[src/rtl/clkstat_pkg.sv]
package clkstat_pkg;

    typedef enum logic [1:0] {
        OP_RDQ = 2'd0,
        OP_RDB = 2'd1,
        OP_WRQ = 2'd2,
        OP_CAS = 2'd3
    } bus_op_e;

    typedef enum logic {
        NT_IDLE = 1'b0,
        NT_SEND = 1'b1
    } ntf_state_e;

    // register indices (byte offset / 4)
    localparam int unsigned RI_OWN_HI = 0;
    localparam int unsigned RI_OWN_LO = 1;
    localparam int unsigned RI_NOTE   = 2;
    localparam int unsigned RI_CSEL   = 3;
    localparam int unsigned RI_ENA    = 4;
    localparam int unsigned RI_STAT   = 5;
    localparam int unsigned RI_XSTAT  = 6;
    localparam int unsigned RI_COUNT  = 7;

    localparam logic [63:0] OWNER_IDLE = 64'hFFFF_0000_0000_0000;

    // event bit positions in the notification word
    localparam int unsigned EV_RXCFG  = 0;
    localparam int unsigned EV_TXCFG  = 1;
    localparam int unsigned EV_LOCK   = 4;
    localparam int unsigned EV_CLKACC = 5;
    localparam int unsigned EV_XSTAT  = 6;
    localparam int unsigned EV_W      = 7;

    localparam int unsigned SLIP_LSB  = 16;

endpackage

[src/rtl/clkstat_decode.sv]
module clkstat_decode
    import clkstat_pkg::*;
#(
    parameter int unsigned ADDR_W = 8
) (
    input  logic              req_valid,
    input  bus_op_e           op,
    input  logic [ADDR_W-1:0] addr,
    output logic              rd_ok,
    output logic              wr_ok,
    output logic              cas_ok,
    output logic              err,
    output logic [ADDR_W-3:0] idx
);
    localparam int unsigned IW = ADDR_W - 2;

    logic in_map;

    always_comb begin
        idx    = addr[ADDR_W-1:2];
        in_map = ({{(32-IW){1'b0}}, idx} < RI_COUNT);
        rd_ok  = 1'b0;
        wr_ok  = 1'b0;
        cas_ok = 1'b0;
        if (req_valid && (addr[1:0] == 2'b00) && in_map) begin
            unique case (op)
                OP_RDQ, OP_RDB: rd_ok  = 1'b1;
                OP_WRQ:         wr_ok  = (idx == IW'(RI_CSEL)) || (idx == IW'(RI_ENA));
                OP_CAS:         cas_ok = (idx == IW'(RI_OWN_HI));
                default:        ;
            endcase
        end
        err = req_valid && !(rd_ok || wr_ok || cas_ok);
    end

endmodule

[src/rtl/clkstat_slip.sv]
module clkstat_slip
    import clkstat_pkg::*;
#(
    parameter int unsigned N_SRC = 11
) (
    input  logic             clk,
    input  logic             rst,
    input  logic [N_SRC-1:0] slip_pulse,
    input  logic             clr,
    output logic [N_SRC-1:0] slip_q
);
    for (genvar g = 0; g < N_SRC; g++) begin : g_flag
        always_ff @(posedge clk) begin
            if (rst)                slip_q[g] <= 1'b0;
            else if (slip_pulse[g]) slip_q[g] <= 1'b1;
            else if (clr)           slip_q[g] <= 1'b0;
        end

        // a clearing read with no new slip leaves the flag clear
        assert_slip_clear_R9: assert property (@(posedge clk) disable iff (rst)
            (clr && !slip_pulse[g]) |=> !slip_q[g]);
        // a slip pulse always survives into the next cycle, even against a clear
        assert_slip_wins_R9: assert property (@(posedge clk) disable iff (rst)
            slip_pulse[g] |=> slip_q[g]);
    end

endmodule

[src/rtl/clkstat_notify.sv]
module clkstat_notify
    import clkstat_pkg::*;
(
    input  logic            clk,
    input  logic            rst,
    input  logic            bus_rst,
    input  logic [EV_W-1:0] evt,
    input  logic [63:0]     owner,
    input  logic            ready,
    output logic            valid,
    output logic [63:0]     addr,
    output logic [31:0]     word
);
    ntf_state_e      st, st_nxt;
    logic            load;
    logic            owner_set;
    logic [EV_W-1:0] acc;

    assign owner_set = (owner != OWNER_IDLE);

    always_comb begin
        st_nxt = st;
        load   = 1'b0;
        unique case (st)
            NT_IDLE: begin
                if ((|evt) && owner_set) begin
                    st_nxt = NT_SEND;          // issue
                    load   = 1'b1;
                end
            end
            NT_SEND: begin
                if (ready) begin
                    if (((|acc) || (|evt)) && owner_set) load = 1'b1;   // chain
                    else                                  st_nxt = NT_IDLE; // drain
                end
            end
            default: st_nxt = NT_IDLE;
        endcase
        if (bus_rst) begin                     // abort
            st_nxt = NT_IDLE;
            load   = 1'b0;
        end
    end

    // state register
    always_ff @(posedge clk) begin
        if (rst) st <= NT_IDLE;
        else     st <= st_nxt;
    end

    // output and merge registers
    always_ff @(posedge clk) begin
        if (rst) begin
            acc  <= '0;
            addr <= '0;
            word <= '0;
        end else if (bus_rst) begin
            acc <= '0;
        end else if (load) begin
            word <= 32'(acc | evt);
            addr <= owner;
            acc  <= '0;
        end else if (st == NT_SEND) begin
            if (ready) acc <= '0;
            else       acc <= acc | evt;
        end
    end

    assign valid = (st == NT_SEND);

    assert_hold_R11: assert property (@(posedge clk) disable iff (rst)
        (valid && !ready && !bus_rst) |=> (valid && $stable(word) && $stable(addr)));
    assert_owner_R11: assert property (@(posedge clk) disable iff (rst)
        valid |-> (addr != OWNER_IDLE));
    assert_abort_R4: assert property (@(posedge clk) disable iff (rst)
        bus_rst |=> !valid);

endmodule

[src/rtl/clkstat_regs.sv]
module clkstat_regs
    import clkstat_pkg::*;
#(
    parameter int unsigned ADDR_W = 8,
    parameter int unsigned N_SRC  = 11,
    parameter int unsigned RATE_W = 8
) (
    input  logic              clk,
    input  logic              rst,
    input  logic              bus_rst_i,
    input  logic              req_valid_i,
    input  logic [1:0]        req_op_i,
    input  logic [ADDR_W-1:0] req_addr_i,
    input  logic [63:0]       req_wdata_i,
    input  logic [63:0]       req_cmp_i,
    output logic              rsp_valid_o,
    output logic              rsp_err_o,
    output logic [63:0]       rsp_rdata_o,
    input  logic [N_SRC-1:0]  src_lock_i,
    input  logic [N_SRC-1:0]  src_slip_i,
    input  logic              cur_lock_i,
    input  logic [RATE_W-1:0] cur_rate_i,
    input  logic              rx_cfg_i,
    input  logic              tx_cfg_i,
    output logic              stream_en_o,
    output logic              ntf_valid_o,
    input  logic              ntf_ready_i,
    output logic [63:0]       ntf_addr_o,
    output logic [31:0]       ntf_word_o
);
    localparam int unsigned IW     = ADDR_W - 2;
    localparam int unsigned CSEL_W = 16;

    bus_op_e           op;
    logic              rd_ok, wr_ok, cas_ok, dec_err;
    logic [IW-1:0]     idx;
    logic [63:0]       owner_q;
    logic              en_q;
    logic [CSEL_W-1:0] csel_q;
    logic [EV_W-1:0]   note_q;
    logic [N_SRC-1:0]  prev_src;
    logic              prev_cur;
    logic [N_SRC-1:0]  slip_q;
    logic              csel_wr, ena_wr, slip_clr;
    logic [EV_W-1:0]   evt;
    logic [31:0]       rd_word, stat_w, xstat_w;

    assign op = bus_op_e'(req_op_i);

    clkstat_decode #(.ADDR_W(ADDR_W)) u_dec (
        .req_valid (req_valid_i),
        .op        (op),
        .addr      (req_addr_i),
        .rd_ok     (rd_ok),
        .wr_ok     (wr_ok),
        .cas_ok    (cas_ok),
        .err       (dec_err),
        .idx       (idx)
    );

    assign csel_wr  = wr_ok && (idx == IW'(RI_CSEL));
    assign ena_wr   = wr_ok && (idx == IW'(RI_ENA));
    assign slip_clr = rd_ok && (op == OP_RDQ) && (idx == IW'(RI_XSTAT));

    clkstat_slip #(.N_SRC(N_SRC)) u_slip (
        .clk        (clk),
        .rst        (rst),
        .slip_pulse (src_slip_i),
        .clr        (slip_clr),
        .slip_q     (slip_q)
    );

    always_comb begin
        evt            = '0;
        evt[EV_RXCFG]  = rx_cfg_i;
        evt[EV_TXCFG]  = tx_cfg_i;
        evt[EV_LOCK]   = (cur_lock_i != prev_cur);
        evt[EV_CLKACC] = csel_wr;
        evt[EV_XSTAT]  = (src_lock_i != prev_src);
    end

    always_comb begin
        stat_w                    = '0;
        stat_w[0]                 = cur_lock_i;
        stat_w[8 +: RATE_W]       = cur_rate_i;
        xstat_w                   = '0;
        xstat_w[N_SRC-1:0]        = src_lock_i;
        xstat_w[SLIP_LSB +: N_SRC] = slip_q;
        unique case (idx)
            IW'(RI_OWN_HI): rd_word = owner_q[63:32];
            IW'(RI_OWN_LO): rd_word = owner_q[31:0];
            IW'(RI_NOTE):   rd_word = 32'(note_q);
            IW'(RI_CSEL):   rd_word = 32'(csel_q);
            IW'(RI_ENA):    rd_word = {31'b0, en_q};
            IW'(RI_STAT):   rd_word = stat_w;
            IW'(RI_XSTAT):  rd_word = xstat_w;
            default:        rd_word = '0;
        endcase
    end

    // edge history for change events; follows the inputs during reset
    always_ff @(posedge clk) begin
        prev_src <= src_lock_i;
        prev_cur <= cur_lock_i;
    end

    always_ff @(posedge clk) begin
        if (rst || bus_rst_i)                      owner_q <= OWNER_IDLE;
        else if (cas_ok && req_cmp_i == owner_q)   owner_q <= req_wdata_i;
    end

    always_ff @(posedge clk) begin
        if (rst || bus_rst_i) en_q <= 1'b0;
        else if (ena_wr)      en_q <= |req_wdata_i[31:0];
    end

    always_ff @(posedge clk) begin
        if (rst)          csel_q <= '0;
        else if (csel_wr) csel_q <= req_wdata_i[CSEL_W-1:0];
    end

    always_ff @(posedge clk) begin
        if (rst)       note_q <= '0;
        else if (|evt) note_q <= evt;
    end

    always_ff @(posedge clk) begin
        if (rst) begin
            rsp_valid_o <= 1'b0;
            rsp_err_o   <= 1'b0;
            rsp_rdata_o <= '0;
        end else begin
            rsp_valid_o <= req_valid_i;
            rsp_err_o   <= dec_err;
            if (cas_ok)     rsp_rdata_o <= owner_q;
            else if (rd_ok) rsp_rdata_o <= {32'b0, rd_word};
            else            rsp_rdata_o <= '0;
        end
    end

    assign stream_en_o = en_q;

    clkstat_notify u_ntf (
        .clk     (clk),
        .rst     (rst),
        .bus_rst (bus_rst_i),
        .evt     (evt),
        .owner   (owner_q),
        .ready   (ntf_ready_i),
        .valid   (ntf_valid_o),
        .addr    (ntf_addr_o),
        .word    (ntf_word_o)
    );

    assert_rsp_next_R12: assert property (@(posedge clk) disable iff (rst)
        req_valid_i |=> rsp_valid_o);
    assert_owner_wr_err_R3: assert property (@(posedge clk) disable iff (rst)
        (req_valid_i && req_op_i == 2'd2 && req_addr_i == '0 && !bus_rst_i)
            |=> (rsp_err_o && $stable(owner_q)));
    assert_busrst_R4: assert property (@(posedge clk) disable iff (rst)
        bus_rst_i |=> (!stream_en_o && owner_q == OWNER_IDLE));
    assert_err_no_data_R3: assert property (@(posedge clk) disable iff (rst)
        rsp_err_o |-> (rsp_rdata_o == '0));

endmodule

[config.mk]
export PLATFORM = sky130hd
export DESIGN_NAME = clkstat_regs
export DESIGN_NICKNAME = d
export VERILOG_FILES = /design/src/rtl/clkstat_pkg.sv /design/src/rtl/clkstat_decode.sv /design/src/rtl/clkstat_slip.sv /design/src/rtl/clkstat_notify.sv /design/src/rtl/clkstat_regs.sv
export SDC_FILE = /design/constraint.sdc
export NUM_CORES = 1
export LEC_CHECK = 0
export BUFFER_PORTS_ARGS = -buffer_cell sky130_fd_sc_hd__buf_2
export CELL_PAD_IN_SITES_DETAIL_PLACEMENT = 2
export CELL_PAD_IN_SITES_GLOBAL_PLACEMENT = 2
export CORE_MARGIN = 5
export CORE_UTILIZATION = 32
export DETAILED_ROUTE_END_ITERATION = 10
export GPL_TIMING_DRIVEN = 0
export PLACE_DENSITY_LB_ADDON = 0.1
export SYNTH_ARGS = -nofsm -noshare
export SYNTH_HDL_FRONTEND = slang
export SYNTH_HIERARCHICAL = 1
export SYNTH_SLANG_ARGS = --single-unit
export TNS_END_PERCENT = 20
[constraint.sdc]
create_clock -name clk -period 9.7 [get_ports clk]
set_clock_uncertainty 0.2 [all_clocks]
set_input_delay 1.455 -clock clk [delete_from_list [all_inputs] [get_ports clk]]
set_output_delay 1.455 -clock clk [all_outputs]
set_load 0.05 [all_outputs]
==> reports/results.tsv <==
stage	metric	value	unit
detailed_routing	post-route ant nets	0	
floorplan	IO Pins	340	
synthesis	Post-synth EDFFs	0	
clock_tree	total CTS buffers	29	
synthesis	share of the synthesized area in the top cell type	47.7	%
detailed_routing	DR vias/cell	5.45	
layout	Non-Filler Instances	2072	
layout	P&R area growth vs syn	30.0	%
layout	post-route cell area	0.0138	sq mm
synthesis	Yosys warning count	6	
global_routing	GR Util All Layers	27.1	%
power	PwrDens	167	mW/mm^2
sta	post-route setup TNS	0	ns
sta	Final Setup Violations	0	
synthesis	share of flip-flops with an asynchronous set or reset	0	%
placed_design	dpl hpwl	40000	um
detailed_routing	DR pass1 iterations	5	
layout	fin nets	1777	
sta	RSZ-0062 raised after global routing	false	
sta	Slew HR	6.41	%
synthesis	Avg Cell Area, Syn	8.68	sq um
synthesis	register area share after synthesis	47.7	%
floorplan	die height	192	um
placed_design	placed cell count	2012	
detailed_routing	WL/cell	25.3	um
power	VDD IR max	117	uV
worst_setup_path	critical path class	in2reg	
global_routing	initial antenna violation count	19	
clock_tree	hold-fix buffer count after cts	0	
min_path	Hold Path Class	reg2reg	
sta	period utilization	54.8	%
global_routing	vias in the first global route	12200	
placed_design	gp weighted congestion	0.858	
sta	final number of hold-violating endpoints	0	
layout	final core occ	42.3	%
layout	fillers	3815	
clock_tree	Reg clk slew, reported paths	0.06	ns
worst_setup_path	worst endpoint required time	9.96	ns
floorplan	CORE AREA	0.0327	sq mm
synthesis	Synth Register Bits	254	
clock_tree	H-tree levels	1	
clock_tree	Setup Buffers After CTS	0	
sta	Max Fclk	0.188	GHz
floorplan	num rows	66	
placed_design	port bufs	314	
sta	fin. max-slew vios	0	
placed_design	Placed Area	0.0129	sq mm
synthesis	Yosys top cell by area	dfxtp_1	
synthesis	Mapped Area	0.0107	sq mm
sta	Slew @ Worst Pin	1.39	ns
floorplan	die area	0.0370	sq mm
synthesis	Post-Synthesis Cells	1227	
detailed_routing	DR vias	11300	
layout	multi-input logic area	0.00488	sq mm
floorplan	initial core utilization	32.6	%
global_routing	largest net degree at the start of global routing	14	
detailed_routing	DR iter-0 viols	674	
placed_design	DP Worst Slack	3.96	ns
clock_tree	Clock Path Buffers	3	
clock_tree	CTS root buffer	clkbuf_16	
layout	Reg area	0.00508	sq mm
clock_tree	cts repair resizes	0	
power	Leakage	5.68	nW
synthesis	top_reg_cell synth	dfxtp_1	
sta	setup ws final	4.39	ns
detailed_routing	final WL	52500	um
sta	minimum clock period	5.31	ns
synthesis	Area contributors post-synth	dfxtp_1 (48%), a21oi_1 (7.3%), nand3_1 (7.0%)	
worst_setup_path	Arrival @ worst endpoint	5.57	ns
global_routing	gr ovfl total	0	
synthesis	top-count cell post-synth	dfxtp_1	
global_routing	first-pass GRT wire length	75800	um
clock_tree	worst-skew pair later-pin latency	0.56	ns
synthesis	Yosys cell types	58	
worst_setup_path	Worst setup SP type	input pin	
layout	share of layout cells above drive strength 1	26.6	%
clock_tree	clock sinks	254	
floorplan	Chip Width	192	um
detailed_routing	Residual DRC	0	
outcome	status	complete, no violations	
worst_setup_path	critical path fanouts, max	12	
synthesis	Commonest cells post-synth	dfxtp_1 (254), a21oi_1 (156), nand3_1 (148), o21ai_0 (128), clkbuf_1 (62)	
clock_tree	TritonCTS clock tree	done	
job	Maximum Capacitance Violations	0	
worst_setup_path	crit path capture type	flip-flop	
-- state kept, by name, summed over array words and instances (netlist names), 5 cells and up --
name           flops
csel_q            16
note_q             5
owner_q           64
prev_src          11
rsp_rdata_o       64
u_ntf/acc          7
u_ntf/addr        64
u_ntf/word         7
u_slip/slip_q     11
-- metal layers --
metal  vias to the layer above  wire [um]  track usage [%]
met5                         -        131                0
met3                       119       4230             7.22
met2                       427      25100             45.9
met1                      5602      21100             33.0
met4                        20       1840             9.93
li1                       5122          -                -
-- final cells by class --
cell class                 count  share of cell area, %
antenna                        9                  0.163
buffer                       125                   4.79
clock buffer                  45                   6.18
clock inverter                 6                  0.596
inverter                      36                  0.976
multi-input combinational    841                   35.2
sequential                   254                   36.7
tap                          442                   3.99
timing repair buffer         314                   11.3
-- worst max-delay path, cell delays in order --
cell      delay (ns)
buf_2           0.11
buf_4           0.13
or4_1           0.52
clkbuf_1        0.20
nor2_2          0.34
nand2_1         0.33
inv_2           0.29
buf_2           0.33
nor4_1          0.09
nand2_1         0.12
o21a_1          0.12
clkbuf_1        0.66
buf_1           0.52
nand3_1         0.17
a21oi_1         0.19
-- per-stage QoR --
| stage | total power [W] | hold slack, ns |
|---|---|---|
| CTS | 0.00233 | 0.262 |
| detailed placement | 0.00123 | 0.254 |
| finish | 0.00232 | 0.264 |
| floorplan | 0.00116 | 0.233 |
| global route | 0.00239 | 0.278 |
| global placement | 0.00123 | 0.242 |
-- power breakdown --
group          internal (W)  leakage [nW]  switching (W)
clock              0.000653         0.459       0.000453
combinational     0.0000556          3.17       0.000101
sequential          0.00105          2.06     0.00000438
-- kinds of logic (layout without fill, tap and decap cells) --
family          Yosys count  in the layout  share of synthesized area [%]
xor+xnor                 68             68                           5.59
compound gates          361            361                           19.2
buf+inv                 161            526                           7.49
simple gates            380            380                           19.7
mux                       1              1                          0.211
flops                   254            254                           47.7
other cells               2             40                         0.0705
-- placed cells by master (no fill, tap or decap), types with 6 or more instances in the layout --
| cell type | netlist | routed |
|---|---|---|
| nor3_1 | 21 | 21 |
| clkbuf_8 | 0 | 7 |
| diode_2 | 0 | 9 |
| nand2b_1 | 11 | 11 |
| nor2_1 | 15 | 15 |
| a22o_1 | 9 | 9 |
| a222oi_1 | 23 | 23 |
| buf_2 | 11 | 325 |
| nor4_1 | 39 | 39 |
| inv_1 | 35 | 35 |
| nand4_1 | 20 | 20 |
| a21oi_2 | 7 | 7 |
| clkbuf_16 | 0 | 29 |
| buf_1 | 7 | 7 |
| a221oi_1 | 6 | 6 |
| xnor2_1 | 42 | 42 |
| o21ai_1 | 16 | 16 |
| and2_1 | 35 | 35 |
| clkbuf_2 | 6 | 6 |
| dfxtp_1 | 254 | 254 |
| clkbuf_1 | 62 | 71 |
| a21oi_1 | 156 | 156 |
| buf_6 | 7 | 7 |
| nand3_1 | 148 | 148 |
| o21ai_0 | 128 | 128 |
| xor2_1 | 26 | 26 |
| buf_4 | 32 | 32 |
| nand2_1 | 55 | 55 |
| conb_1 | 2 | 31 |
-- worst paths after layout --
check,start,endpoint,slack (ns),cells after the start
hold reg to reg,csel_q[8],csel_q[8],0.26,2
setup reg to reg,prev_src[7],u_ntf/addr[45],5.84,9
hold / removal,csel_q[8],csel_q[8],0.26,2
setup / recovery,req_addr_i[7],u_ntf/addr[45],4.39,15
Note: power is estimated with default switching activity, not from simulation.
